===== src/rtl/wdt_pkg.sv =====
package wdt_pkg;
  typedef enum logic {
    MODE_LONG  = 1'b0,
    MODE_SHORT = 1'b1
  } wdt_mode_e;
endpackage


===== src/rtl/wdt_edge_detect.sv =====
module wdt_edge_detect (
  input  logic clk,
  input  logic din,
  output logic edge_o
);
  logic prev_q;

  always_ff @(posedge clk) begin
    prev_q <= din;
  end

  assign edge_o = din ^ prev_q;
endmodule


===== src/rtl/wdt_timer.sv =====
module wdt_timer
  import wdt_pkg::*;
#(
  parameter int unsigned LONG_CYCLES  = 200_000_000,
  parameter int unsigned SHORT_CYCLES = 14_000_000,
  parameter bit          FIXED_LONG   = 1'b0
) (
  input  logic clk,
  input  logic rst,
  input  logic enable,
  input  logic counting,
  input  logic edge_i,
  output logic expire_o
);
  localparam int CW = (LONG_CYCLES > 1) ? $clog2(LONG_CYCLES) : 1;
  localparam logic [CW-1:0] LONG_LAST  = CW'(LONG_CYCLES - 1);
  localparam logic [CW-1:0] SHORT_LAST = CW'(SHORT_CYCLES - 1);

  logic [CW-1:0] cnt_q;
  wdt_mode_e     mode_q;
  logic [CW-1:0] last;
  logic          active;

  assign last     = (mode_q == MODE_LONG) ? LONG_LAST : SHORT_LAST;
  assign active   = enable && counting;
  assign expire_o = active && !edge_i && (cnt_q == last);

  always_ff @(posedge clk) begin
    if (rst) begin
      cnt_q  <= '0;
      mode_q <= MODE_LONG;
    end else if (!active) begin
      cnt_q  <= '0;
      mode_q <= MODE_LONG;
    end else if (edge_i) begin
      cnt_q <= '0;
      if (!FIXED_LONG) mode_q <= MODE_SHORT;
    end else if (cnt_q == last) begin
      cnt_q <= '0;
    end else begin
      cnt_q <= cnt_q + 1'b1;
    end
  end

  // a sampled edge restarts the count
  a_r4_edge_restarts: assert property (@(posedge clk) disable iff (rst)
    (active && edge_i) |=> (cnt_q == '0));

  // the first edge selects the normal timeout unless it is fixed long
  a_r5_short_after_edge: assert property (@(posedge clk) disable iff (rst)
    (active && edge_i && !FIXED_LONG) |=> (mode_q == MODE_SHORT));

  // stopped supervision stays idle in long mode
  a_r7_idle_when_off: assert property (@(posedge clk) disable iff (rst)
    !enable |=> (cnt_q == '0 && mode_q == MODE_LONG));

  // the count never passes the current limit
  a_r2_count_in_range: assert property (@(posedge clk) disable iff (rst)
    cnt_q <= last);

  // a fixed-long build never leaves long mode
  a_r10_fixed_stays_long: assert property (@(posedge clk) disable iff (rst)
    (FIXED_LONG && active && edge_i) |=> (mode_q == MODE_LONG));
endmodule


===== src/rtl/wdt_pulse_gen.sv =====
module wdt_pulse_gen #(
  parameter int unsigned PULSE_CYCLES = 7_000_000
) (
  input  logic clk,
  input  logic rst,
  input  logic enable,
  input  logic start,
  output logic active_o,
  output logic strobe_o
);
  localparam int PW = (PULSE_CYCLES > 1) ? $clog2(PULSE_CYCLES) : 1;
  localparam logic [PW-1:0] PULSE_LAST = PW'(PULSE_CYCLES - 1);

  logic [PW-1:0] pcnt_q;

  always_ff @(posedge clk) begin
    if (rst || !enable) begin
      active_o <= 1'b0;
      strobe_o <= 1'b0;
      pcnt_q   <= '0;
    end else begin
      strobe_o <= 1'b0;
      if (!active_o) begin
        if (start) begin
          active_o <= 1'b1;
          strobe_o <= 1'b1;
          pcnt_q   <= '0;
        end
      end else if (pcnt_q == PULSE_LAST) begin
        active_o <= 1'b0;
        pcnt_q   <= '0;
      end else begin
        pcnt_q <= pcnt_q + 1'b1;
      end
    end
  end

  // the pulse counter stays within the pulse length
  a_r3_pulse_bounded: assert property (@(posedge clk) disable iff (rst)
    active_o |-> (pcnt_q <= PULSE_LAST));

  // the strobe lasts a single cycle
  a_r3_single_strobe: assert property (@(posedge clk) disable iff (rst)
    strobe_o |=> !strobe_o);

  // losing the enable ends any pulse at the next edge
  a_r8_off_ends_pulse: assert property (@(posedge clk) disable iff (rst)
    !enable |=> !active_o);
endmodule


===== src/rtl/wdt_supervisor.sv =====
module wdt_supervisor #(
  parameter int unsigned LONG_CYCLES  = 200_000_000,
  parameter int unsigned SHORT_CYCLES = 14_000_000,
  parameter int unsigned PULSE_CYCLES = 7_000_000,
  parameter bit          FIXED_LONG   = 1'b0
) (
  input  logic clk,
  input  logic rst,
  input  logic wdi,
  input  logic wdi_float,
  input  logic supply_ok,
  output logic wdt_rst_n,
  output logic wdt_timeout
);
  logic enable;
  logic wdi_edge;
  logic expire;
  logic pulse_active;

  assign enable = supply_ok && !wdi_float;

  wdt_edge_detect u_edge (
    .clk    (clk),
    .din    (wdi),
    .edge_o (wdi_edge)
  );

  wdt_timer #(
    .LONG_CYCLES  (LONG_CYCLES),
    .SHORT_CYCLES (SHORT_CYCLES),
    .FIXED_LONG   (FIXED_LONG)
  ) u_timer (
    .clk      (clk),
    .rst      (rst),
    .enable   (enable),
    .counting (!pulse_active),
    .edge_i   (wdi_edge),
    .expire_o (expire)
  );

  wdt_pulse_gen #(
    .PULSE_CYCLES (PULSE_CYCLES)
  ) u_pulse (
    .clk      (clk),
    .rst      (rst),
    .enable   (enable),
    .start    (expire),
    .active_o (pulse_active),
    .strobe_o (wdt_timeout)
  );

  assign wdt_rst_n = !pulse_active;

  // the strobe marks the falling edge of the reset output
  a_r3_strobe_on_fall: assert property (@(posedge clk) disable iff (rst)
    wdt_timeout |-> $fell(wdt_rst_n));

  // every falling edge of the reset output carries the strobe
  a_r3_fall_has_strobe: assert property (@(posedge clk) disable iff (rst)
    $fell(wdt_rst_n) |-> wdt_timeout);

  // no reset pulse while supervision is stopped
  a_r8_off_keeps_high: assert property (@(posedge clk) disable iff (rst)
    !enable |=> wdt_rst_n);
endmodule


===== config.mk =====
export PLATFORM = sky130hd
export DESIGN_NAME = wdt_supervisor
export DESIGN_NICKNAME = d
export VERILOG_FILES = /design/src/rtl/wdt_pkg.sv /design/src/rtl/wdt_edge_detect.sv /design/src/rtl/wdt_timer.sv /design/src/rtl/wdt_pulse_gen.sv /design/src/rtl/wdt_supervisor.sv
export SDC_FILE = /design/constraint.sdc
export NUM_CORES = 1
export LEC_CHECK = 0
export CORE_ASPECT_RATIO = 2
export CORE_MARGIN = 3
export CORE_UTILIZATION = 45
export CTS_BUF_LIST = sky130_fd_sc_hd__clkbuf_2 sky130_fd_sc_hd__clkbuf_4 sky130_fd_sc_hd__clkbuf_8
export DETAILED_ROUTE_END_ITERATION = 8
export GPL_TIMING_DRIVEN = 0
export HOLD_SLACK_MARGIN = 0.06
export PLACE_DENSITY_LB_ADDON = 0.2
export SLEW_MARGIN = 5
export SYNTH_ARGS = -nofsm -noshare
export SYNTH_HDL_FRONTEND = slang
export SYNTH_SLANG_ARGS = --single-unit
export TNS_END_PERCENT = 5

===== constraint.sdc =====
create_clock -name clk -period 2.5 [get_ports clk]
set_clock_uncertainty 0.15 [all_clocks]
set_input_delay 0.5 -clock clk [delete_from_list [all_inputs] [get_ports clk]]
set_output_delay 0.5 -clock clk [all_outputs]
set_load 0.005 [all_outputs]

# Word-level counts from Yosys, hierarchy flattened
# Cells that the tools add are included.
# word_totals
regBits	55
in_bits	5
output_inout_bits	2
elab_cells	32
# op_classes
addsub	2
n_eq_ne	2
mux	7
bitwise_logic	2
reduce_logical	13
# op_table
op	n
$mux 23	3
$add 28x1->28 const B	1
$eq 28x28->1	1
$mux 28	1
$add 23x1->23 const B	1
$eq 23x23->1 const B	1
$logic_and 1x1->1	4
$logic_not 1->1	4
$reduce_or 2->1	2
$reduce_or 4->1	1
$mux 1	3
$reduce_bool 2->1	1
$logic_or 1x1->1	1
$not 1->1	1
$xor 1x1->1	1

# Depth between registers and ports, before layout
# logic_depth
word_depth	7
depth_mapped	8
depth_no_buf	6

# Hierarchy
# A second synthesis with hierarchy kept.
# hier_totals
cells_unflattened	314
hier_area_um2	2803.9
# modules_own_cells
module	n_inst	cells_per_inst	area_per_inst_um2	seq_area_each_um2
wdt_timer	1	160	1453.9	580.6
wdt_pulse_gen	1	150	1303.8	500.5
wdt_edge_detect	1	2	28.8	20.0
wdt_supervisor	1	2	17.5	0.0

# Worst setup path after synthesis
# Ideal clock, no wire load.
# synth_timing
kind	register to register
start	reg u_timer.cnt_q[0]
end	reg u_pulse.pcnt_q[11]
setup_ps	126
arrival_time_ps	2018
t_required_ps	2224
path_slack_ps	206
stages_incl_launch_ff	8
n_path_buf	1
synth_period_minus_slack_ps	2294
cell_sequence	dfxtp_1 -> ha_1 -> nand4_1 -> or4_1 -> a2111o_1 -> nor2_2 -> buf_4 -> o211ai_1
# synth_between
elab_chain_cells	3
# synth_lines
item	line_no	rtl
start, declared	wdt_timer.sv:19	logic [CW-1:0] cnt_q;
start signal, assigned	wdt_timer.sv:41	cnt_q <= cnt_q + 1'b1;
$eq 28x28->1	wdt_timer.sv:26	assign expire_o = active && !edge_i && (cnt_q == last);
$logic_and 1x1->1	wdt_timer.sv:26	
$reduce_bool 2->1 (no line)	n/a	
end signal, assigned	wdt_pulse_gen.sv:33	pcnt_q <= pcnt_q + 1'b1;
end, declared	wdt_pulse_gen.sv:14	logic [PW-1:0] pcnt_q;
# Every way passes these cells.
# A chain may end at the register's enable or synchronous reset.

# Worst setup path in the final report
# layout_timing
start	reg u_timer.cnt_q[13]
end	reg u_pulse.pcnt_q[21]
# The elaborated chain is that of the path after synthesis.

==> metrics.yaml <==
drt:
  drt_first_pass_iters: 4
  drtIter0Drc: 81
  via_per_inst: 6.034
  drtAntennaViolNets: 0
  avgRoutedWirePerCell_um: 15.95
  route.detailed.drc: 0
  wirelength_um: 6573
  vias: 2486
final_layout:
  most-common-layout-cells: "dfxtp_1 (51), nand2_1 (45), nor2_1 (40)"
  final_common_cell: "dfxtp_1"
  layout.cells.non_filler: 412
  drive_gt1_share_pct: 12.82
  finish.utilization_pct: 54.02
  area_growth_pct: 14.63
  num_antenna_cells: 0
  fin_nets: 358
yosys:
  synth_seq_cells: 55
  synth_flop_cell: "dfxtp_1"
  synth_warnings: 0
  synth_cell_types: 51
  synthCells: 333
  synthArstFlopShare_pct: 0
  synth_area_um2: 2736
  synth_edf_count: 0
  syn_avg_cell_area_um2: 8.217
  synth_seq_area_share_pct: 40.24
  synthesis.nets: 340
min_path:
  min_path_type: "reg2reg"
run_status:
  outcome: "finished, final reports clean"
sta:
  rsz0062_at_grt: "yes"
  max_freq_ghz: 0.4006
  worst_slew_pin_slew_ns: 1.077
  slew_headroom_pct: 27.61
  period_minus_slack_ns: 2.497
  hold_violations: 0
  slew_violations: 0
  final.period_utilization_pct: 99.86
  setup_violations: 0
clock_network:
  path_clk_slew_ns: 0.10
  cts.sink_count: 55
  cts_tree: "built"
  htree_levels: 2
  ctsRootBufferMaster: "clkbuf_8"
  clkLatencyLatePin_ns: 0.31
  cts_buffer_depth: 2
  cts_made_buffers: 5
die:
  die_h_um: 116.3
  die_area_um2: 7109
  initial_utilization_pct: 47.12
  rows: 39
  fp.dieW_um: 61.14
  io_pins: 7
  core_um2: 5807
critical_path:
  crit_path_end_kind: "flip-flop"
  worstSetupStartpointType: "flip-flop"
  r2r_slack_ns: 0.003
  cp_max_fo: 5
  arrival_ns: 2.55
  cp.required_ns: 2.56
  crit_type: "reg2reg"
placed_design:
  numPlacedInstances: 400
  place.gp.congestion: 0.8585
  dp_hpwl_um: 4616
  io_buffers: 6
power_and_ir_drop:
  powerDensity_nw_per_um2: 481.1
  total_leakage_power_nw: 0.9741
  vdd_drop_max_uv: 409.7
grt:
  grtUsageTotal_pct: 20.05
  overflow: 0
  grt_pass1_wl_um: 10880
  antenna_found_initial: 0
  grt_max_degree: 17
  grt_pass1_vias: 2442
job:
  maxCapViolCount: 0
## layout make-up
type / count / area [um2]
Clock inverter: 2 / 37.54
Tap cell: 61 / 76.32
Inverter: 7 / 26.28
Fill cell: 570 / 2670
Timing Repair Buffer: 12 / 102.6
Sequential cell: 55 / 1106
Multi-Input combinational cell: 259 / 1647
Buffer: 11 / 72.57
Clock buffer: 5 / 68.82
## cell usage after synthesis, types with 2 or more instances
library cell / n / area (um2)
a31oi_1: 7 / 43.79
a21oi_1: 2 / 10.01
ha_1: 2 / 25.02
nand2_1: 45 / 168.9
nor4b_1: 3 / 26.28
xor2_1: 22 / 192.7
and3_1: 5 / 31.28
and4b_1: 2 / 20.02
and2_1: 3 / 18.77
nor3b_1: 2 / 15.01
o21ai_1: 2 / 10.01
dfxtp_1: 55 / 1101
or3_1: 2 / 12.51
nor2_1: 41 / 153.9
clkbuf_1: 7 / 26.28
nor2b_1: 2 / 12.51
nor4bb_1: 2 / 20.02
nand4_1: 11 / 68.82
or3b_2: 3 / 26.28
o211ai_1: 8 / 60.06
nor4_1: 7 / 43.79
inv_1: 7 / 26.28
or4bb_1: 2 / 22.52
nor3_1: 6 / 30.03
xnor2_1: 9 / 78.83
and4_1: 4 / 35.03
nand3b_1: 4 / 30.03
buf_4: 4 / 30.03
o22ai_1: 5 / 31.28
o21ai_0: 13 / 65.06
nand3_1: 26 / 130.1
## where the power goes
| part | internal [mW] | switching (mW) | total (mW) | leakage (nW) |
|---|---|---|---|---|
| Combinational | 0.0157 | 0.0220 | 0.0376 | 0.479 |
| Sequential | 0.878 | 0.00187 | 0.879 | 0.445 |
| Clock | 0.293 | 0.299 | 0.592 | 0.0502 |
## per-layer routing
metal | GRT usage, % | routed length [um] | vias up
met5 | 0 | 0 | -
met4 | 12.16 | 265 | 0
met3 | 3.319 | 165 | 23
met2 | 36.56 | 3666 | 48
met1 | 19.88 | 2476 | 1190
li1 | - | - | 1225
## path summary, 6_finish.rpt
path / from / end / depth (start not counted)
max: u_timer.cnt_q[13]$_SDFF_PP0_ / u_pulse.pcnt_q[21]$_SDFFE_PP0P_ / 6
min reg2reg: u_pulse.pcnt_q[17]$_SDFFE_PP0P_ / u_pulse.pcnt_q[17]$_SDFFE_PP0P_ / 2
min: u_pulse.pcnt_q[17]$_SDFFE_PP0P_ / u_pulse.pcnt_q[17]$_SDFFE_PP0P_ / 2
max reg2reg: u_timer.cnt_q[13]$_SDFF_PP0_ / u_pulse.pcnt_q[21]$_SDFFE_PP0P_ / 6
## worst max-delay path, stage by stage (launching register included)
cell	delay, ns
dfxtp_2	0.36
or3b_1	0.37
or4_4	0.51
a2111o_1	0.49
nor2_4	0.20
buf_2	0.22
o21ai_0	0.10
## stage by stage
step	area (um2)	power [mW]	worst slack [ns]	TNS [ns]	hold slack, ns
6_report	3137	1.509	0.003484	0	0.3400
5_1_grt	3137	1.561	-0.09298	-1.399	0.3585
4_1_cts	3044	1.521	-0.0003519	-0.0003519	0.3145
3_5_place_dp	2873	0.9306	-1.048	-25.91	0.2957
3_3_place_gp	2873	0.9304	-1.051	-27.39	0.2887
2_1_floorplan	2736	0.9161	0.2064	0	0.2675
## flip-flops by register name (all words and copies together) (netlist names)
signal,count
u_edge.prev_q,1
u_pulse.active_o,1
u_pulse.strobe_o,1
u_timer.mode_q,1
u_timer.cnt_q,28
u_pulse.pcnt_q,23
## kinds of logic after synthesis
family                   after synthesis  synth area share, %
AND/OR/NAND/NOR                      180                34.80
buffers and inverters                 19                3.201
adder cells (fa/ha/maj)                2               0.9143
multiplexers                           1               0.3658
AO/OA/AOI/OAI                         45                10.56
flip-flops                            55                40.24
XOR/XNOR                              31                9.922
## what timing repair did
action | CTS | global route
resized for setup | 13 | 17
hold endpoints to repair | 0 | 0
pin swaps | 1 | 5
buffers inserted | 2 | 3
endpoints found under the setup margin | 44 | 49
cloned | 0 | 1
hold buffers | 0 | 0
(Power assumes the default switching activity.)
